File: config.mk
export PLATFORM = sky130hd
export DESIGN_NAME = fbl_top
export DESIGN_NICKNAME = d
export VERILOG_FILES = /design/src/rtl/fbl_pkg.sv /design/src/rtl/fbl_ptr.sv /design/src/rtl/fbl_store.sv /design/src/rtl/fbl_lane.sv /design/src/rtl/fbl_top.sv
export SDC_FILE = /design/constraint.sdc
export NUM_CORES = 1
export LEC_CHECK = 0
export ABC_AREA = 1
export BUFFER_PORTS_ARGS = -buffer_cell sky130_fd_sc_hd__buf_2
export CAP_MARGIN = 20
export CORE_ASPECT_RATIO = 1.25
export CORE_UTILIZATION = 55
export CTS_CLUSTER_SIZE = 24
export DETAILED_ROUTE_END_ITERATION = 6
export PLACE_DENSITY = 0.76
export SYNTH_ARGS = -nofsm -noshare
export SYNTH_HDL_FRONTEND = slang
export SYNTH_HIERARCHICAL = 1
export SYNTH_SLANG_ARGS = --single-unit
export TNS_END_PERCENT = 1
File: constraint.sdc
create_clock -name clk -period 2.1 [get_ports clk]
set_input_delay 0.105 -clock clk [delete_from_list [all_inputs] [get_ports clk]]
set_output_delay 0.105 -clock clk [all_outputs]
set_load 0.01 [all_outputs]
File: src/rtl/fbl_pkg.sv
package fbl_pkg;
  // Position following p in a store of depth d (wraps to zero).
  function automatic int unsigned fbl_next(input int unsigned p, input int unsigned d);
    return (p == d - 1) ? 0 : p + 1;
  endfunction
endpackage

File: src/rtl/fbl_ptr.sv
module fbl_ptr #(
  parameter int DEPTH = 4,
  localparam int AW = $clog2(DEPTH)
) (
  input  logic          clk,
  input  logic          rst,
  input  logic          stb,
  input  logic          adv,
  input  logic          clr,
  output logic [AW-1:0] ptr
);
  always_ff @(posedge clk) begin
    if (rst) ptr <= '0;
    else if (stb) begin
      if (clr) ptr <= '0;
      else if (adv) ptr <= AW'(fbl_pkg::fbl_next(int'(ptr), DEPTH));
    end
  end

  // the superframe end sends the pointer back to position 0
  a_r5_sf_reset: assert property (@(posedge clk) disable iff (rst)
    stb && clr |=> ptr == '0);
  // with no strobe the pointer keeps its value
  a_r6_ptr_idle: assert property (@(posedge clk) disable iff (rst)
    !stb |=> $stable(ptr));
  // reset puts the pointer at position 0
  a_r1_ptr_rst: assert property (@(posedge clk) rst |=> ptr == '0);
endmodule

File: src/rtl/fbl_store.sv
module fbl_store #(
  parameter int DEPTH  = 4,
  parameter int BYTE_W = 8,
  localparam int AW = $clog2(DEPTH)
) (
  input  logic              clk,
  input  logic              rst,
  input  logic              stb,
  input  logic              we,
  input  logic [AW-1:0]     wpos,
  input  logic [BYTE_W-1:0] wdata,
  input  logic              re,
  input  logic [AW-1:0]     rpos,
  output logic [BYTE_W-1:0] rdata
);
  logic [BYTE_W-1:0] mem [DEPTH];

  // Write port: the new byte is committed at the slot edge
  always_ff @(posedge clk) begin
    if (rst) begin
      for (int i = 0; i < DEPTH; i++) mem[i] <= '0;
    end else if (stb && we) begin
      mem[wpos] <= wdata;
    end
  end

  // Registered read port: it samples the contents from before the write (read-first)
  always_ff @(posedge clk) begin
    if (rst) rdata <= '0;
    else if (stb && re) rdata <= mem[rpos];
  end

  // a read and a write to the same position in one slot return the old byte
  a_r3_read_first: assert property (@(posedge clk) disable iff (rst)
    stb && re && we && (wpos == rpos) |=> rdata == $past(mem[rpos]));
  // with no read strobe the output keeps its value
  a_r6_out_hold: assert property (@(posedge clk) disable iff (rst)
    !(stb && re) |=> $stable(rdata));
  // with no strobe the store keeps its contents
  a_r6_mem_idle: assert property (@(posedge clk) disable iff (rst)
    !stb |=> $stable(mem[0]) && $stable(mem[DEPTH-1]));
  // reset clears the output
  a_r1_out_rst: assert property (@(posedge clk) rst |=> rdata == '0);
endmodule

File: src/rtl/fbl_lane.sv
module fbl_lane #(
  parameter int DEPTH  = 4,
  parameter int BYTE_W = 8,
  localparam int AW = $clog2(DEPTH)
) (
  input  logic              clk,
  input  logic              rst,
  input  logic              stb,
  input  logic              sf_end,
  input  logic              we,
  input  logic              auto_pos,
  input  logic [AW-1:0]     wpos,
  input  logic [BYTE_W-1:0] wdata,
  input  logic              re,
  input  logic [AW-1:0]     rpos,
  output logic [BYTE_W-1:0] rdata
);
  logic [AW-1:0] fill_ptr;
  logic [AW-1:0] eff_wpos;

  fbl_ptr #(.DEPTH(DEPTH)) u_ptr (
    .clk(clk), .rst(rst), .stb(stb),
    .adv(we && auto_pos), .clr(sf_end), .ptr(fill_ptr)
  );

  assign eff_wpos = auto_pos ? fill_ptr : wpos;

  fbl_store #(.DEPTH(DEPTH), .BYTE_W(BYTE_W)) u_store (
    .clk(clk), .rst(rst), .stb(stb), .we(we), .wpos(eff_wpos),
    .wdata(wdata), .re(re), .rpos(rpos), .rdata(rdata)
  );

  // a pointer-directed write outside the superframe end moves the pointer
  a_r4_ptr_moves: assert property (@(posedge clk) disable iff (rst)
    stb && we && auto_pos && !sf_end |=> fill_ptr != $past(fill_ptr));
endmodule

File: src/rtl/fbl_top.sv
module fbl_top #(
  parameter int NUM_IF = 2,
  parameter int DEPTH  = 4,
  parameter int BYTE_W = 8,
  localparam int AW = $clog2(DEPTH)
) (
  input  logic                     clk,
  input  logic                     rst,
  input  logic [NUM_IF-1:0]        slot_stb,
  input  logic [NUM_IF-1:0]        sf_end,
  input  logic [NUM_IF-1:0]        cap_we,
  input  logic [NUM_IF-1:0]        cap_auto,
  input  logic [NUM_IF*AW-1:0]     cap_pos,
  input  logic [NUM_IF*BYTE_W-1:0] cap_byte,
  input  logic [NUM_IF-1:0]        pb_re,
  input  logic [NUM_IF*AW-1:0]     pb_pos,
  output logic [NUM_IF*BYTE_W-1:0] pb_byte
);
  for (genvar g = 0; g < NUM_IF; g++) begin : g_lane
    fbl_lane #(.DEPTH(DEPTH), .BYTE_W(BYTE_W)) u_lane (
      .clk(clk), .rst(rst),
      .stb(slot_stb[g]), .sf_end(sf_end[g]),
      .we(cap_we[g]), .auto_pos(cap_auto[g]),
      .wpos(cap_pos[g*AW +: AW]), .wdata(cap_byte[g*BYTE_W +: BYTE_W]),
      .re(pb_re[g]), .rpos(pb_pos[g*AW +: AW]),
      .rdata(pb_byte[g*BYTE_W +: BYTE_W])
    );
  end
endmodule

==> reports/summary.txt, run 1 <==
global placer's final weighted congestion = 0.8683
critical path arrival = 1.51 ns
initial drt markers = 271
warnings from Yosys = 6
worst rel slew slack = 0.7432
first-pass GRT wire length = 13,510 um
fillers = 608
Worst Path Buf+Inv = 0
fmax = 0.6761 GHz
hold path cells = 3
CP Max Fanout = 9
RSZ-0062 raised after global routing = false
initial antenna violation count = 0
max-slew violation count = 0
share of layout cells above drive strength 1 = 0.2981
Worst setup SP type = flip-flop
CTS root buf = clkbuf_8
row count = 34
wire length per cell = 14.33 um
nets = 516
final hold vios = 0
cell count after synthesis = 424
number of global-route vias before repair = 2,937
CTS clock-pin slew for the worst setup and hold paths = 0.08 ns
fin crit period = 1.479 ns
hold crit path type = input pin to flip-flop
Worst-Skew Late Latency = 0.35 ns
syn_nets = 462
Design Power = 0.003311 W
via count = 2,914
r2r worst-path depth = 5
Hold-fix buffers, CTS = 0
clk sinks = 84
Die ar. = 0.007776 mm^2
VDD IR max = 0.5789 mV
Worst R2R Start = g_lane[0].u_lane/u_ptr/ptr[1]
largest net degree at the start of global routing = 18
CP max-delay cell = dfxtp_1
placed wire-length estimate = 6536 um
area grow syn2layout = 10.85%
post-route ant nets = 0
global route overflow = 0
Critical Path Source = g_lane[0].u_lane/u_ptr/ptr[1]
Slew @ Worst Pin = 0.3847 ns
TritonCTS clock tree = done
post-route setup TNS = 0 ns
CTS Buf Count = 9
status = completed
Max Cap Viol = 0
Cell variety after synth = 22
GRT Total Usage = 0.2396
Synth Area per Inst = 9.632 um^2
final setup fails = 0
post-synthesis register bit count = 84
crit end category = flip-flop
Pre-antenna DRT Iters = 6
DRT Wirelength = 8213 um
Post-Route Skew = 0.009491 ns
most frequent CP cell = nand2_1
Core Area = 0.007062 mm^2
vias per cell = 5.086
setup bufs post-CTS = 0
die width = 79.07 um
slowest stage delay, CP = 0.33 ns
# H-tree levels = 3
final period utilization = 0.7043
leakage power = 2.131 nW
worst path required time = 2.13 ns
PD cells = 731.5 mW/mm^2
Port Buffers = 51
Remaining DRCs = 0
Hold Startpoint = cap_byte[6]
Initial Utilization = 0.5783
Crit path max-delay family = simple AND/OR/NAND/NOR gates
critical path class = flip-flop to flip-flop
worst path cell trace = nand2_1 > nand2_1 > nor3_4 > nand2_4 > nand2_1
post_cts resized = 0
instance count on the critical path = 5
Cell Area, Synth = 0.004084 mm^2
post-synthesis sequential area ratio = 0.5686
antenna cells = 0
chip height = 98.34 um
IO Pins = 52
Clock Tree Buf Depth = 2
sequential cells by signal (all words and copies together) (netlist names):
name,flops
g_lane.u_lane/u_store/rdata,16
g_lane.u_lane/u_ptr/ptr,4
g_lane.u_lane/u_store/mem,64
logic make-up after synthesis:
family / Yosys count / synth area share
AO/OA/AOI/OAI: 36 / 0.06005
adder cells (fa/ha/maj): 2 / 0.006126
buffers and inverters: 68 / 0.08762
flip-flops: 84 / 0.5686
AND/OR/NAND/NOR: 234 / 0.2776
synthesized netlist by cell type:
master | count | area [um^2]
dfxtp_1 | 20 | 400.4
buf_2 | 2 | 10.01
nand3_2 | 14 | 140.1
nand2_4 | 4 | 45.04
o31ai_1 | 2 | 15.01
nand2_1 | 108 | 405.4
nand3_1 | 18 | 90.09
nand2_2 | 22 | 137.6
a21oi_2 | 16 | 140.1
buf_12 | 2 | 40.04
ha_1 | 2 | 25.02
nor3_4 | 2 | 32.53
edfxtp_1 | 64 | 1922
inv_1 | 46 | 172.7
o21ai_0 | 18 | 90.09
buf_4 | 2 | 15.01
nor2_2 | 2 | 12.51
nor2_4 | 4 | 45.04
buf_6 | 6 | 67.56
inv_8 | 2 | 22.52
nor2_1 | 60 | 225.2
inv_2 | 8 | 30.03
final timing paths:
path / endpoint / slack [ns]
worst min-delay path: g_lane[0].u_lane/u_store/mem[3][6] / 0.08
worst min register to register: g_lane[0].u_lane/u_ptr/ptr[1] / 0.51
worst max register to register: g_lane[0].u_lane/u_store/mem[1][7] / 0.62
worst max-delay path: g_lane[0].u_lane/u_store/mem[1][7] / 0.62
routing by layer:
layer,GRT usage,part of all wire,up-vias
met3,0.04112,0.033,27
met1,0.2346,0.36,1333
li1,-,-,1459
met5,0,0,-
met4,0.1455,0.044,0
met2,0.4542,0.56,95
placed cells by master (no fill, tap or decap):
master      Yosys  final
a21oi_2        16     16
buf_2           2     51
buf_4           2      4
clkbuf_8        0     10
clkinv_1        0      1
clkinv_2        0      1
clkinv_4        0      1
clkinvlp_4      0      3
dfxtp_1        20     20
edfxtp_1       64     64
ha_1            2      2
inv_1          46     46
inv_2           8      8
inv_8           2      2
nand2_1       108    108
nand2_2        22     22
nand2_4         4      4
nand3_1        18     18
nand3_2        14     14
nor2_1         60     60
nor2_2          2      2
nor2_4          4      4
nor3_4          2      2
o21ai_0        18     18
o31ai_1         2      2
layout make-up:
cell class              count  area [um^2]  area share
clock inverters             6        40.04    0.008845
inverters                  56        225.2     0.04975
multi-input cells         272         1404      0.3101
flip-flops and latches     84         2322      0.5130
repair buffers             55        285.3     0.06302
clock buffers              10        137.6     0.03040
well taps                  90        112.6     0.02488
report_power, final:
part | total [W] | switching, W | internal (W)
registers | 0.00191 | 0.0000349 | 0.00187
clock network | 0.00101 | 0.000555 | 0.000457
logic | 0.000391 | 0.000263 | 0.000128
worst reg2reg max path: stages, from the launching register on:
cell and delay (ns):
dfxtp_1 0.33, nand2_1 0.07, nand2_1 0.10, nor3_4 0.27
nand2_4 0.12, nand2_1 0.28
metrics by stage:
stage	cell area [um^2]	instances	worst slack (ns)	hold WS, ns	util
global route	4527	573	0.4828	0.06316	0.6410
CTS	4527	573	0.6167	0.06187	0.6410
floorplan	4084	424	0.3394	0.2602	-
detailed placement	4349	557	0.6146	0.4323	0.6159
finish	4527	573	0.6210	0.08103	0.6410
global placement	4349	557	0.6748	0.4365	0.6159
No activity file was read; power rests on OpenSTA's default activity.
==> inputs of run 2 (changes only) <==
==> constraint.sdc (replaced) <==
create_clock -name clk -period 1.55 [get_ports clk]
set_input_delay 0.0775 -clock clk [delete_from_list [all_inputs] [get_ports clk]]
set_output_delay 0.0775 -clock clk [all_outputs]
set_load 0.01 [all_outputs]
==> run 2 against run 1 <==
Via count unchanged. Register-to-register slack worse by 0.55 ns. Sequential cell count unchanged. Critical endpoint is now g_lane[0].u_lane/u_store/mem[3][4]. Sequential share of layout area down 0.96 points. Maximum frequency down 0.12%. Setup slack worse by 0.55 ns. Count of clock-buffer cells in the layout up 2. Die area unchanged. Wire length down 1.4%. Power up 46%. Non-clock buffer count up 5. Clock power up 67%.
==> reports/summary.txt, run 2 (synthesis results as in run 1) <==
die width = 79.07 um
Hold Startpoint = cap_byte[11]
clk sinks = 84
number of global-route vias before repair = 2,880
vias per cell = 5.042
hold crit path type = input pin to flip-flop
nets = 521
CTS root buf = clkbuf_8
CTS Buf Count = 9
first-pass GRT wire length = 13,050 um
CP Max Fanout = 8
Worst R2R Start = g_lane[0].u_lane/u_ptr/ptr[0]
Worst-Skew Late Latency = 0.35 ns
final worst setup slack = 0.06920 ns
crit end category = flip-flop
Max Cap Viol = 0
DRT Wirelength = 8097 um
Core Area = 0.007062 mm^2
antenna cells = 0
initial drt markers = 142
hold endpoint = g_lane[1].u_lane/u_store/mem[3][3]
Die ar. = 0.007776 mm^2
r2r worst-path depth = 5
CP max-delay cell = dfxtp_1
GRT Total Usage = 0.2302
initial antenna violation count = 0
max reg flops = 64
final hold vios = 0
final period utilization = 0.9554
Slew @ Worst Pin = 0.3817 ns
fillers = 556
most frequent cells in the layout = nand2_1 (106), edfxtp_1 (64), nor2_1 (59), buf_2 (51), inv_1 (46)
Pre-antenna DRT Iters = 5
largest net degree at the start of global routing = 18
FF/Latch Area = 0.002322 mm^2
slowest stage delay, CP = 0.37 ns
Multi-input gate area = 0.001411 mm^2
worst path required time = 1.61 ns
IO Pins = 52
worst path cell trace = nand2_1 > nand2_2 > inv_1 > o31ai_1 > buf_4
Remaining DRCs = 0
fin crit period = 1.481 ns
wire length per cell = 14.01 um
post-route ant nets = 0
global route overflow = 0
critical path class = flip-flop to flip-flop
Worst setup SP type = flip-flop
placed wire-length estimate = 6353 um
Clock Tree Buf Depth = 2
# H-tree levels = 3
Post-Route Skew = 0.01189 ns
Design Power = 0.004818 W
Initial Utilization = 0.5783
CTS clock-pin slew for the worst setup and hold paths = 0.08 ns
final setup fails = 0
reg2reg setup slack = 0.07 ns
VDD IR max = 0.5971 mV
via count = 2,914
critical path arrival = 1.54 ns
Port Buffers = 51
chip height = 98.34 um
leakage power = 2.180 nW
Reg2Reg Capture Point = g_lane[0].u_lane/u_store/mem[3][4]
commonest non-fill, non-tap cell in the layout = nand2_1
max-slew violation count = 0
Largest Register = g_lane.u_lane/u_store/mem
PD cells = 1044 mW/mm^2
status = completed
RSZ-0062 raised after global routing = false
hold path cells = 3
share of layout cells above drive strength 1 = 0.3094
area grow syn2layout = 12.96%
worst rel slew slack = 0.7453
DP Worst Slack = 0.09458 ns
TritonCTS clock tree = done
global placer's final weighted congestion = 0.8468
fmax = 0.6753 GHz
largest registers = g_lane.u_lane/u_store/mem: 64 flops, g_lane.u_lane/u_store/rdata: 16 flops, g_lane.u_lane/u_ptr/ptr: 4 flops
row count = 34
[run 2: cell count changes in the layout (fill, tap and decap cells not counted)]
cell	change
clkbuf_1	+2
o21ai_1	+2
nor2_1	-1
nor2_2	+1
nand2_1	-2
clkinv_1	-1
buf_4	+5
o21ai_0	-2
nand2_2	+2
clkinvlp_4	-3
bufinv_16	+2
[run 2: worst max-delay path, delay by kind of cell (launching register included)]
family,cells,cell delay [ns]
flops,1,0.37
buf+inv,2,0.31
compound gates,1,0.29
simple gates,2,0.22
[run 2: per-stage QoR]
step           utilization  hold WS, ns  cells  TNS [ns]  area [um^2]
2_1_floorplan            -       0.2327    424    -6.686         4084
3_3_place_gp        0.6212       0.4101    562         0         4387
3_5_place_dp        0.6212       0.4103    562         0         4387
4_1_cts             0.6522      0.03647    578         0         4606
5_1_grt             0.6533      0.05014    578         0         4613
6_report            0.6533      0.05557    578         0         4613
[run 2: report_power, final]
group          switching, W  total, W  internal (W)
combinational      0.000356  0.000536      0.000180
clock              0.000741   0.00169      0.000953
sequential        0.0000493   0.00259       0.00254
[run 2: per-layer routing]
layer | vias to the layer above | part of all wire | global-route usage
li1 | 1473 | - | -
met1 | 1330 | 0.36 | 0.2176
met2 | 82 | 0.56 | 0.4423
met3 | 29 | 0.035 | 0.04299
met4 | 0 | 0.040 | 0.1399
met5 | - | 0 | 0
[run 2: worst max-delay path by stage]
stage	cells after the start	endpoint	slack, ns	from
final	5	g_lane[0].u_lane/u_store/mem[3][4]	0.07	g_lane[0].u_lane/u_ptr/ptr[0]
after global routing	5	g_lane[0].u_lane/u_store/mem[3][3]	0.01	g_lane[0].u_lane/u_ptr/ptr[0]
after CTS	5	g_lane[0].u_lane/u_store/mem[3][3]	0.04	g_lane[0].u_lane/u_ptr/ptr[0]
after detailed placement	7	g_lane[0].u_lane/u_store/mem[2][1]	0.09	g_lane[0].u_lane/u_ptr/ptr[1]
after global placement	5	g_lane[1].u_lane/u_store/mem[3][0]	0.16	g_lane[1].u_lane/u_ptr/ptr[0]
after floorplan	4	g_lane[0].u_lane/u_store/mem[3][0]	-0.21	g_lane[0].u_lane/u_ptr/ptr[0]
[run 2: what timing repair did]
action | in CTS | in global routing
gates resized for setup | 0 | 5
hold buffers | 0 | 0
setup endpoints to repair | 0 | 24
buffers inserted | 0 | 0
[run 2: layout make-up]
| type | instances | area share |
|---|---|---|
| inverter | 56 | 0.04882 |
| tap | 90 | 0.02441 |
| sequential | 84 | 0.5034 |
| clock inverter | 4 | 0.01600 |
| clock buffer | 12 | 0.03146 |
| timing repair buffer | 60 | 0.06998 |
| multi-input combinational | 272 | 0.3059 |
==> inputs of run 3 (changes only) <==
--- a/config.mk
+++ b/config.mk
@@ -13,6 +13,7 @@
 export CTS_CLUSTER_SIZE = 24
 export DETAILED_ROUTE_END_ITERATION = 6
 export PLACE_DENSITY = 0.76
+export REMOVE_ABC_BUFFERS = 1
 export SYNTH_ARGS = -nofsm -noshare
 export SYNTH_HDL_FRONTEND = slang
 export SYNTH_HIERARCHICAL = 1
==> run 3 against run 2 <==
Wire length is 5.0% lower. Cell area is 0.30% lower. Critical path depth stayed put. Clock power is 9% lower. Die area stayed put. Utilization is 0.19 points lower. Sequential share of layout area is 0.18 points higher.
==> reports/summary.txt, run 3 (synthesis results as in run 1) <==
Reg power frac = 0.555
chip height = 98.34 um
area grow syn2layout = 12.62%
initial drt markers = 129
critical path class = flip-flop to flip-flop
switching power = 0.001181 W
largest net degree at the start of global routing = 18
hold path cells = 3
r2r worst-path depth = 5
Post-DP Area = 0.004394 mm^2
Worst R2R Start = g_lane[0].u_lane/u_ptr/ptr[0]
Pre-antenna DRT Iters = 4
Post-Route Skew = 0.007609 ns
Port Buffers = 51
critical path arrival = 1.52 ns
wire length per cell = 13.28 um
TritonCTS clock tree = done
Worst-Skew Late Latency = 0.35 ns
antenna cells = 0
hold crit path type = input pin to flip-flop
max-slew violation count = 0
via count = 2,881
initial antenna violation count = 0
CTS root buf = clkbuf_8
post-route ant nets = 0
global route overflow = 0
internal power = 0.003474 W
Comb pwr share = 0.115
final setup fails = 0
worst rel slew slack = 0.7424
worst path required time = 1.61 ns
CTS Buf Count = 9
GRT Total Usage = 0.2207
fin crit period = 1.461 ns
first-pass GRT wire length = 12,700 um
Hold Startpoint = cap_byte[7]
row count = 34
Worst setup SP type = flip-flop
CP Max Fanout = 8
Core Area = 0.007062 mm^2
leakage power = 2.180 nW
RSZ-0062 raised after global routing = false
max reg flops = 64
post-route cell area = 0.004599 mm^2
Die ar. = 0.007776 mm^2
nets = 522
global placer's final weighted congestion = 0.8818
most frequent cells in the layout = nand2_1 (108), edfxtp_1 (64), nor2_1 (60), buf_2 (51), inv_1 (46)
Slew @ Worst Pin = 0.3864 ns
vias per cell = 4.976
status = completed
setup bufs post-CTS = 0
reg2reg setup slack = 0.09 ns
hold endpoint = g_lane[0].u_lane/u_store/mem[3][7]
placed cells = 563
number of global-route vias before repair = 2,903
IO Pins = 52
Clock power frac = 0.330
final period utilization = 0.9425
Clock Tree Buf Depth = 2
fmax = 0.6845 GHz
PD cells = 1012 mW/mm^2
# H-tree levels = 3
Max Cap Viol = 0
die width = 79.07 um
DRT Wirelength = 7690 um
Remaining DRCs = 0
share of layout cells above drive strength 1 = 0.3129
Largest Register = g_lane.u_lane/u_store/mem
commonest non-fill, non-tap cell in the layout = nand2_1
crit end category = flip-flop
CTS clock-pin slew for the worst setup and hold paths = 0.08 ns
final hold vios = 0
clk sinks = 84
largest registers = g_lane.u_lane/u_store/mem: 64 flops, g_lane.u_lane/u_store/rdata: 16 flops, g_lane.u_lane/u_ptr/ptr: 4 flops
VDD IR max = 0.7615 mV
sw frac = 0.2537
Reg2Reg Capture Point = g_lane[0].u_lane/u_store/mem[3][4]
Finished Layout Cells = 579
placed wire-length estimate = 6049 um
Initial Utilization = 0.5783
## run 3: changes by cell type in the layout (fill, tap and decap cells not counted), sizes merged
cell    change
bufinv      -1
clkinv      +2
inv         +2
buf         +1
clkbuf      -3
## run 3: power groups by stage
stage	sequential [W]	combinational [W]	clock (W)
2_1_floorplan	0.00264	0.000315	0
3_3_place_gp	0.00263	0.000524	0
3_5_place_dp	0.00263	0.000537	0
4_1_cts	0.00258	0.000539	0.00157
5_1_grt	0.00260	0.000599	0.00166
6_report	0.00258	0.000536	0.00154
## run 3: worst max path at each step
stage | from | to | slack (ns)
after floorplan | g_lane[0].u_lane/u_ptr/ptr[0] | g_lane[0].u_lane/u_store/mem[3][0] | -0.21
final | g_lane[0].u_lane/u_ptr/ptr[0] | g_lane[0].u_lane/u_store/mem[3][4] | 0.09
after global routing | g_lane[1].u_lane/u_ptr/ptr[1] | g_lane[1].u_lane/u_store/mem[2][4] | 0.01
after detailed placement | g_lane[1].u_lane/u_ptr/ptr[0] | g_lane[1].u_lane/u_store/mem[3][7] | 0.09
after CTS | g_lane[1].u_lane/u_ptr/ptr[0] | g_lane[1].u_lane/u_store/mem[3][7] | 0.08
after global placement | g_lane[0].u_lane/u_ptr/ptr[0] | g_lane[0].u_lane/u_store/mem[3][4] | 0.14
## run 3: through the flow
step | power, W | hold slack (ns) | TNS (ns) | setup WS, ns | util
after floorplan | 0.002954 | 0.2327 | -6.686 | -0.2106 | -
after global placement | 0.003154 | 0.3801 | 0 | 0.1385 | 0.6223
after detailed placement | 0.003171 | 0.3869 | 0 | 0.09106 | 0.6223
after CTS | 0.004690 | 0.01551 | 0 | 0.07830 | 0.6504
after global routing | 0.004854 | 0.02444 | 0 | 0.01491 | 0.6513
final | 0.004656 | 0.02918 | 0 | 0.08911 | 0.6513
## run 3: area by class of cell
type | instances | area [um^2]
tap | 90 | 112.6
sequential | 84 | 2323
fill | 592 | 2462
clock inverter | 7 | 75.07
inverter | 56 | 225.2
timing repair buffer | 61 | 330.3
multi-input combinational | 272 | 1409
clock buffer | 9 | 123.9
## run 3: layer usage
layer,track usage,vias up,wire length (um)
li1,-,1475,-
met1,0.2131,1319,2866
met2,0.4231,66,4306
met3,0.03551,21,252
met4,0.1343,0,265
met5,0,-,0
## run 3: critical path, stage by stage, from the launching register on
cell	delay [ns]
dfxtp_1	0.37
nand2_1	0.07
nand2_1	0.15
inv_1	0.11
o31ai_1	0.26
buf_4	0.21
## run 3: timing repair
item / 4_1_cts / 5_1_grt
resized for setup: 0 / 2
hold buffers: 0 / 0
endpoints found under the setup margin: 0 / 8
